--- src/rtl/rxm_pkg.sv ---
package rxm_pkg;

    // Per-buffer lock / deferral state
    typedef enum logic [1:0] {
        BS_IDLE   = 2'd0,
        BS_LOCKED = 2'd1,
        BS_HELD   = 2'd2,
        BS_FLUSH  = 2'd3
    } buf_state_e;

endpackage

--- src/rtl/rxm_first_set.sv ---
module rxm_first_set #(
    parameter int N  = 8,
    parameter int IW = 3
) (
    input  logic [N-1:0]  vec,
    output logic          found,
    output logic [IW-1:0] idx
);

    always_comb begin
        found = 1'b0;
        idx   = '0;
        for (int k = N - 1; k >= 0; k--) begin
            if (vec[k]) begin
                found = 1'b1;
                idx   = IW'(k);
            end
        end
    end

endmodule

--- src/rtl/rxm_filter_match.sv ---
module rxm_filter_match #(
    parameter int IDW = 11,
    parameter int CYW = 6
) (
    input  logic [IDW-1:0] frm_id,
    input  logic [CYW-1:0] frm_cyc,
    input  logic           frm_chan_b,
    input  logic [IDW-1:0] flt_id,
    input  logic [CYW-1:0] flt_cyc,
    input  logic [CYW-1:0] flt_cyc_mask,
    input  logic [1:0]     flt_chsel,
    output logic           hit
);

    logic id_eq;
    logic cyc_eq;
    logic chan_ok;

    always_comb begin
        id_eq   = (frm_id == flt_id);
        cyc_eq  = (((frm_cyc ^ flt_cyc) & flt_cyc_mask) == '0);
        chan_ok = frm_chan_b ? flt_chsel[1] : flt_chsel[0];
        hit     = id_eq && cyc_eq && chan_ok;
    end

endmodule

--- src/rtl/rxm_buf_ctl.sv ---
module rxm_buf_ctl
    import rxm_pkg::*;
(
    input  logic clk,
    input  logic rst_n,
    input  logic hit_i,
    input  logic grant_i,
    input  logic lock_req_i,
    input  logic unlock_req_i,
    input  logic flag_clr_i,
    output logic direct_o,
    output logic write_o,
    output logic lost_o,
    output logic flush_req_o,
    output logic locked_o,
    output logic full_o
);

    buf_state_e st;
    buf_state_e st_nx;
    logic       want_q;
    logic       full_q;
    logic       lock_go;

    // State register
    always_ff @(posedge clk or negedge rst_n) begin
        if (!rst_n) begin
            st <= BS_IDLE;
        end else begin
            st <= st_nx;
        end
    end

    // Next-state logic
    always_comb begin
        st_nx = st;
        unique case (st)
            BS_IDLE: begin
                if (lock_go) st_nx = BS_LOCKED;
            end
            BS_LOCKED: begin
                if (unlock_req_i && hit_i) st_nx = BS_FLUSH;
                else if (unlock_req_i)     st_nx = BS_IDLE;
                else if (hit_i)            st_nx = BS_HELD;
            end
            BS_HELD: begin
                if (unlock_req_i) st_nx = BS_FLUSH;
            end
            BS_FLUSH: begin
                if (hit_i || grant_i) st_nx = BS_IDLE;
            end
            default: st_nx = BS_IDLE;
        endcase
    end

    // Outputs
    always_comb begin
        lock_go     = (lock_req_i || want_q) && (st == BS_IDLE) && !hit_i && !unlock_req_i;
        direct_o    = hit_i && ((st == BS_IDLE) || (st == BS_FLUSH));
        write_o     = direct_o || grant_i;
        lost_o      = hit_i && ((st == BS_HELD) || (st == BS_FLUSH));
        flush_req_o = (st == BS_FLUSH);
        locked_o    = (st == BS_LOCKED) || (st == BS_HELD);
        full_o      = full_q;
    end

    // Pending lock request and full flag
    always_ff @(posedge clk or negedge rst_n) begin
        if (!rst_n) begin
            want_q <= 1'b0;
            full_q <= 1'b0;
        end else begin
            if (unlock_req_i || lock_go) begin
                want_q <= 1'b0;
            end else if (lock_req_i && ((st == BS_IDLE) || (st == BS_FLUSH))) begin
                want_q <= 1'b1;
            end
            if (write_o) begin
                full_q <= 1'b1;
            end else if (flag_clr_i) begin
                full_q <= 1'b0;
            end
        end
    end

    p_lock_ack_r6: assert property (@(posedge clk) disable iff (!rst_n)
        (lock_req_i && st == BS_IDLE && !hit_i && !unlock_req_i) |=> locked_o);

    p_hold_on_lock_r7: assert property (@(posedge clk) disable iff (!rst_n)
        (st == BS_LOCKED && hit_i && !unlock_req_i) |=> (st == BS_HELD && !write_o));

    p_held_stays_r8: assert property (@(posedge clk) disable iff (!rst_n)
        (st == BS_HELD && hit_i && !unlock_req_i) |=> (st == BS_HELD));

    p_full_after_write_r5: assert property (@(posedge clk) disable iff (!rst_n)
        write_o |=> full_o);

endmodule

--- src/rtl/rxm_engine.sv ---
module rxm_engine #(
    parameter int NBUF = 8,
    parameter int IDW  = 11,
    parameter int CYW  = 6,
    localparam int IXW = (NBUF > 1) ? $clog2(NBUF) : 1
) (
    input  logic                 clk,
    input  logic                 rst_n,
    input  logic                 frm_valid,
    input  logic                 frm_syn_ok,
    input  logic                 frm_sem_ok,
    input  logic [IDW-1:0]       frm_id,
    input  logic [CYW-1:0]       frm_cyc,
    input  logic                 frm_chan_b,
    input  logic [IXW:0]         cfg_fifo_len,
    input  logic [IDW-1:0]       cfg_fifo_id,
    input  logic [IDW-1:0]       cfg_fifo_id_mask,
    input  logic [1:0]           cfg_fifo_chsel,
    input  logic [NBUF*IDW-1:0]  cfg_id,
    input  logic [NBUF*CYW-1:0]  cfg_cyc,
    input  logic [NBUF*CYW-1:0]  cfg_cyc_mask,
    input  logic [NBUF*2-1:0]    cfg_chsel,
    input  logic [NBUF-1:0]      cfg_irq_en,
    input  logic                 host_lock_req,
    input  logic                 host_unlock_req,
    input  logic [IXW-1:0]       host_idx,
    input  logic [NBUF-1:0]      host_flag_clr,
    output logic [NBUF-1:0]      lock_ack,
    output logic [NBUF-1:0]      full_flag,
    output logic                 irq,
    output logic                 irq_vec_valid,
    output logic [IXW-1:0]       irq_vec,
    output logic                 store_we,
    output logic [IXW-1:0]       store_idx,
    output logic                 fifo_we,
    output logic                 frame_lost,
    output logic [IXW-1:0]       lost_idx
);

    logic            frm_accept;
    logic [NBUF-1:0] raw_hit;
    logic [NBUF-1:0] cand;
    logic [NBUF-1:0] hit_vec;
    logic [NBUF-1:0] direct_vec;
    logic [NBUF-1:0] write_vec;
    logic [NBUF-1:0] lost_vec;
    logic [NBUF-1:0] flush_vec;
    logic [NBUF-1:0] grant_vec;
    logic [NBUF-1:0] irq_src;
    logic            sel_found;
    logic [IXW-1:0]  sel_idx;
    logic            fl_found;
    logic [IXW-1:0]  fl_idx;
    logic            fifo_hit;
    logic            fifo_take;

    assign frm_accept = frm_valid && frm_syn_ok && frm_sem_ok;

    // Filter bank with FIFO-region exclusion
    for (genvar i = 0; i < NBUF; i++) begin : g_flt
        rxm_filter_match #(.IDW(IDW), .CYW(CYW)) i_match (
            .frm_id       (frm_id),
            .frm_cyc      (frm_cyc),
            .frm_chan_b   (frm_chan_b),
            .flt_id       (cfg_id[i*IDW +: IDW]),
            .flt_cyc      (cfg_cyc[i*CYW +: CYW]),
            .flt_cyc_mask (cfg_cyc_mask[i*CYW +: CYW]),
            .flt_chsel    (cfg_chsel[i*2 +: 2]),
            .hit          (raw_hit[i])
        );
        assign cand[i] = raw_hit[i] && ((IXW+1)'(i) >= cfg_fifo_len);
    end

    rxm_first_set #(.N(NBUF), .IW(IXW)) i_pick_match (
        .vec   (cand),
        .found (sel_found),
        .idx   (sel_idx)
    );

    // Per-buffer lock machines
    for (genvar i = 0; i < NBUF; i++) begin : g_buf
        assign hit_vec[i] = frm_accept && sel_found && (sel_idx == IXW'(i));
        rxm_buf_ctl i_ctl (
            .clk          (clk),
            .rst_n        (rst_n),
            .hit_i        (hit_vec[i]),
            .grant_i      (grant_vec[i]),
            .lock_req_i   (host_lock_req && (host_idx == IXW'(i))),
            .unlock_req_i (host_unlock_req && (host_idx == IXW'(i))),
            .flag_clr_i   (host_flag_clr[i]),
            .direct_o     (direct_vec[i]),
            .write_o      (write_vec[i]),
            .lost_o       (lost_vec[i]),
            .flush_req_o  (flush_vec[i]),
            .locked_o     (lock_ack[i]),
            .full_o       (full_flag[i])
        );
        assign grant_vec[i] = fl_found && (fl_idx == IXW'(i)) && !(|direct_vec);
    end

    // Deferred-write arbitration: lowest pending buffer
    rxm_first_set #(.N(NBUF), .IW(IXW)) i_pick_flush (
        .vec   (flush_vec),
        .found (fl_found),
        .idx   (fl_idx)
    );

    // Interrupt vector
    assign irq_src = full_flag & cfg_irq_en;
    assign irq     = |irq_src;

    rxm_first_set #(.N(NBUF), .IW(IXW)) i_pick_irq (
        .vec   (irq_src),
        .found (irq_vec_valid),
        .idx   (irq_vec)
    );

    // FIFO fallback
    always_comb begin
        fifo_hit  = (cfg_fifo_len != '0)
                 && (((frm_id ^ cfg_fifo_id) & cfg_fifo_id_mask) == '0)
                 && (frm_chan_b ? cfg_fifo_chsel[1] : cfg_fifo_chsel[0]);
        fifo_take = frm_accept && !sel_found && fifo_hit;
    end

    // Registered strobes
    always_ff @(posedge clk or negedge rst_n) begin
        if (!rst_n) begin
            store_we   <= 1'b0;
            store_idx  <= '0;
            fifo_we    <= 1'b0;
            frame_lost <= 1'b0;
            lost_idx   <= '0;
        end else begin
            store_we   <= |write_vec;
            store_idx  <= (|direct_vec) ? sel_idx : fl_idx;
            fifo_we    <= fifo_take;
            frame_lost <= |lost_vec;
            lost_idx   <= sel_idx;
        end
    end

    p_one_writer_r11: assert property (@(posedge clk) disable iff (!rst_n)
        $onehot0(write_vec) && !((|direct_vec) && (|grant_vec)));

    p_invalid_ignored_r1: assert property (@(posedge clk) disable iff (!rst_n)
        (frm_valid && !(frm_syn_ok && frm_sem_ok)) |=> (!fifo_we && !frame_lost));

    p_vec_flagged_r10: assert property (@(posedge clk) disable iff (!rst_n)
        irq_vec_valid |-> (full_flag[irq_vec] && cfg_irq_en[irq_vec]));

    p_irq_matches_vec_r10: assert property (@(posedge clk) disable iff (!rst_n)
        irq == irq_vec_valid);

    p_store_outside_fifo_r3: assert property (@(posedge clk) disable iff (!rst_n)
        (|direct_vec) |-> ({1'b0, sel_idx} >= cfg_fifo_len));

endmodule

--- config.mk ---
export PLATFORM = sky130hd
export DESIGN_NAME = rxm_engine
export DESIGN_NICKNAME = d
export VERILOG_FILES = /design/src/rtl/rxm_pkg.sv /design/src/rtl/rxm_first_set.sv /design/src/rtl/rxm_filter_match.sv /design/src/rtl/rxm_buf_ctl.sv /design/src/rtl/rxm_engine.sv
export SDC_FILE = /design/constraint.sdc
export NUM_CORES = 1
export LEC_CHECK = 0
export BUFFER_PORTS_ARGS = -buffer_cell sky130_fd_sc_hd__buf_2
export CAP_MARGIN = 20
export CORE_ASPECT_RATIO = 2
export CORE_MARGIN = 2
export CORE_UTILIZATION = 48
export CTS_CLUSTER_SIZE = 30
export DETAILED_ROUTE_END_ITERATION = 8
export GPL_ROUTABILITY_DRIVEN = 1
export GPL_TIMING_DRIVEN = 1
export PLACE_DENSITY_LB_ADDON = 0.08
export SLEW_MARGIN = 20
export SYNTH_ARGS = -nofsm -noshare
export SYNTH_HDL_FRONTEND = slang
export SYNTH_SLANG_ARGS = --single-unit
--- constraint.sdc ---
create_clock -name clk -period 3 [get_ports clk]
set_clock_uncertainty 0.2 [all_clocks]
set_input_delay 0.3 -clock clk [delete_from_list [all_inputs] [get_ports clk]]
set_output_delay 0.3 -clock clk [all_outputs]
set_load 0.005 [all_outputs]
==> results.cfg <==
[final_layout]
syn_to_final_growth_pct = 54.0
seqCellArea_mm2 = 0.00103
multiInputGateArea_mm2 = 0.00531
nets = 1506
drive_gt1_share_pct = 46.2
fillers = 990

[logic_synthesis]
yosysUniqueCellTypes = 74
netlist.area_leader.share_pct = 16.4
yosys-top-cells-area = dfrtp_1 (16%), xor2_1 (15%), ha_1 (6.4%)
syn_inst = 786
syn_nets = 1090
yosys.area.top_type = dfrtp_1
avgSynthCellArea_um2 = 7.95
yosysWarnings = 0
synth-async-reset-ratio_pct = 100
synth-edff-count = 0
ys.flop_type = dfrtp_1
synth_seq_area_share_pct = 16.4
syn_area_mm2 = 0.00625
synth-seq-cells = 41

[timing]
worst_hold_slack_ns = -0.0234
rsz0062_at_grt = true
drv_slew = 0
setup_viol = 14
setup_slack_ns = -0.166
fin_crit_sh_pct = 106
tightest_slew_ns = 0.984
max_freq_ghz = 0.316
hold_viol = 41
max_slew_margin_pct = 34.4
period_minus_slack_ns = 3.17

[route]
dr.first_iter.drc_count = 731
wl_per_cell_um = 20.7
ant_nets = 0
drc = 0
drt_first_pass_iters = 6
routed_via_density = 5.96
wirelength_um = 28100
vias = 8100

[critical_path]
worstPathArrival_ns = 3.13
worstPathMaxFanout = 5
startpoint_type = primary input
r2r_slack_ns = 0.23
r2r-start = g_buf[7].i_ctl.st[0]
worstRegToRegCells = 11
required_ns = 2.97
path_class = in -> reg
critPathLaunch = cfg_fifo_len[3]
worst_setup_path_end_kind = flop

[placement]
hpwl_um = 22400
gp_congestion = 1.06
port_buffers = 301

[global_routing]
grtUsageTotal_pct = 37.5
antenna_found_initial = 3
grt_pass1_wl_um = 41000
first_global_vias = 7874
grt_max_degree = 42
grt_overflow = 0

[pwr]
p_per_area_mw_per_mm2 = 525
power.share.clock_pct = 10.8
power_switching_uw = 2340
power_frac_seq_pct = 18.5
vdd_drop_max_uv = 631
p_comb_share_pct = 70.7
finalPower_uw = 5050
p_leak_uw = 0.00455
switching_share_pct = 46.3
intPower_uw = 2710

[hold_path]
hold_class = in -> async

[clock_network]
clock_path_buffers = 2
cts_root_buf = clkbuf_16
path_clk_slew_ns = 0.06
cts_tree = done
cts_buffers = 5
clkLatencyLatePin_ns = 0.28
htree_levels = 2
cts.sinks = 41

[outcome]
violations = negative hold slack, negative setup slack
status = complete, but fails checks

[die]
die_width_um = 84.7
die_h_um = 165
row_count = 59
start_util_pct = 48.7
core_mm2 = 0.0128
design.portCount = 302
die-area_mm2 = 0.0140

[flow_run]
max_cap_viol_count = 0
[Yosys cell counts, types with 4 or more instances]
cell	n
nor2b_1	14
mux2i_1	11
mux2_2	8
and3_1	7
nand4_1	22
xnor2_1	41
a211oi_1	12
nand3b_1	4
a21oi_1	24
xor2_1	107
a31oi_1	5
inv_1	36
nor3_1	20
nand2b_1	15
buf_4	25
o21ai_0	33
a222oi_1	9
clkbuf_1	7
dfrtp_1	41
or3_1	4
o21a_1	5
nand2_1	54
a221oi_1	12
nand3_1	32
buf_2	9
or2_2	6
o21bai_1	4
or4_1	4
o221ai_1	4
and2_1	5
a22oi_1	23
nor2_1	46
ha_1	32
o211ai_1	9
nor4_1	22
nand4b_1	5
[cell usage in the layout (no fill, tap or decap), types with 9 or more instances in the layout]
cell type  count
nor4_1        14
a221oi_1      11
o211ai_1       9
nand2b_1      13
a222oi_1       9
a22oi_1       22
nand3_1       26
o21ai_0       23
buf_6         13
xor2_1       103
nor2b_1       11
mux2i_1       11
nand4_1       22
buf_2        281
xnor2_1       39
buf_4        150
nor3_1        17
a211oi_1       9
a21oi_1       23
dfrtp_1       41
inv_1         36
ha_1          32
nor2_1        42
nand2_1       52
[critical path, cell delays in order]
cell	delay, ns
buf_2	0.13
or2_4	0.27
a2111oi_4	0.31
and4_1	0.25
nand4_1	0.25
o2111a_2	0.28
a31oi_4	0.21
buf_6	0.14
nand4_4	0.14
nor4_4	0.34
o211ai_1	0.18
mux2_4	0.33
[cells by family after synthesis]
kind of cell / count (synthesis) / synth area share, %
AO/OA/AOI/OAI: 181 / 21.1
XOR/XNOR: 148 / 20.7
adder cells (fa/ha/maj): 32 / 6.41
buffers and inverters: 80 / 6.85
flip-flops: 41 / 16.4
multiplexers: 19 / 3.20
AND/OR/NAND/NOR: 285 / 25.3
[stage by stage]
step	util (%)	cells	cell area, um2	worst slack [ns]	TNS [ns]
after global routing	74.9	1357	9620	-0.240	-2.81
after detailed placement	67.7	1320	8690	-0.501	-10.43
final	74.9	1358	9630	-0.166	-1.41
after CTS	71.6	1344	9190	-0.120	-0.850
after floorplan	-	786	6400	-0.217	-1.78
after global placement	67.7	1320	8690	-0.467	-9.80
[path summary, 6_finish.rpt]
check / endpoint
max in group asynchronous: async pin
worst min register to register: g_buf[2].i_ctl.want_q
worst max register to register: g_buf[4].i_ctl.st[0]
worst min-delay path: g_buf[2].i_ctl.want_q
worst max-delay path: flop
min in group clk: g_buf[6].i_ctl.full_o
[cell type report]
cell class	instances	area share, %
flip-flops and latches	41	10.7
repair buffers	452	29.2
clock buffers	7	1.48
inverters	36	1.40
diodes	4	0.104
well taps	152	1.98
multi-input cells	666	55.2
[power by group through the flow]
stage | combinational, uW | sequential [uW] | clock, uW
floorplan | 2100 | 884 | 0
global placement | 3110 | 926 | 0
detailed placement | 3150 | 934 | 0
CTS | 3320 | 927 | 544
global route | 3840 | 955 | 560
finish | 3570 | 936 | 545
[repair_timing]
item | 4_1_cts | 5_1_grt
pin swaps | 23 | 33
buffers inserted | 16 | 10
gates resized for setup | 55 | 74
setup endpoints to repair | 22 | 31
hold buffers | 0 | 0
gates cloned | 1 | 0
[metal layers]
metal	share of wire, %	global-route usage (%)
met5	0	0
met4	4.5	14.3
met3	8.6	5.77
met2	49	66.8
met1	37	45.0
Power figures use the tool's default switching activity.
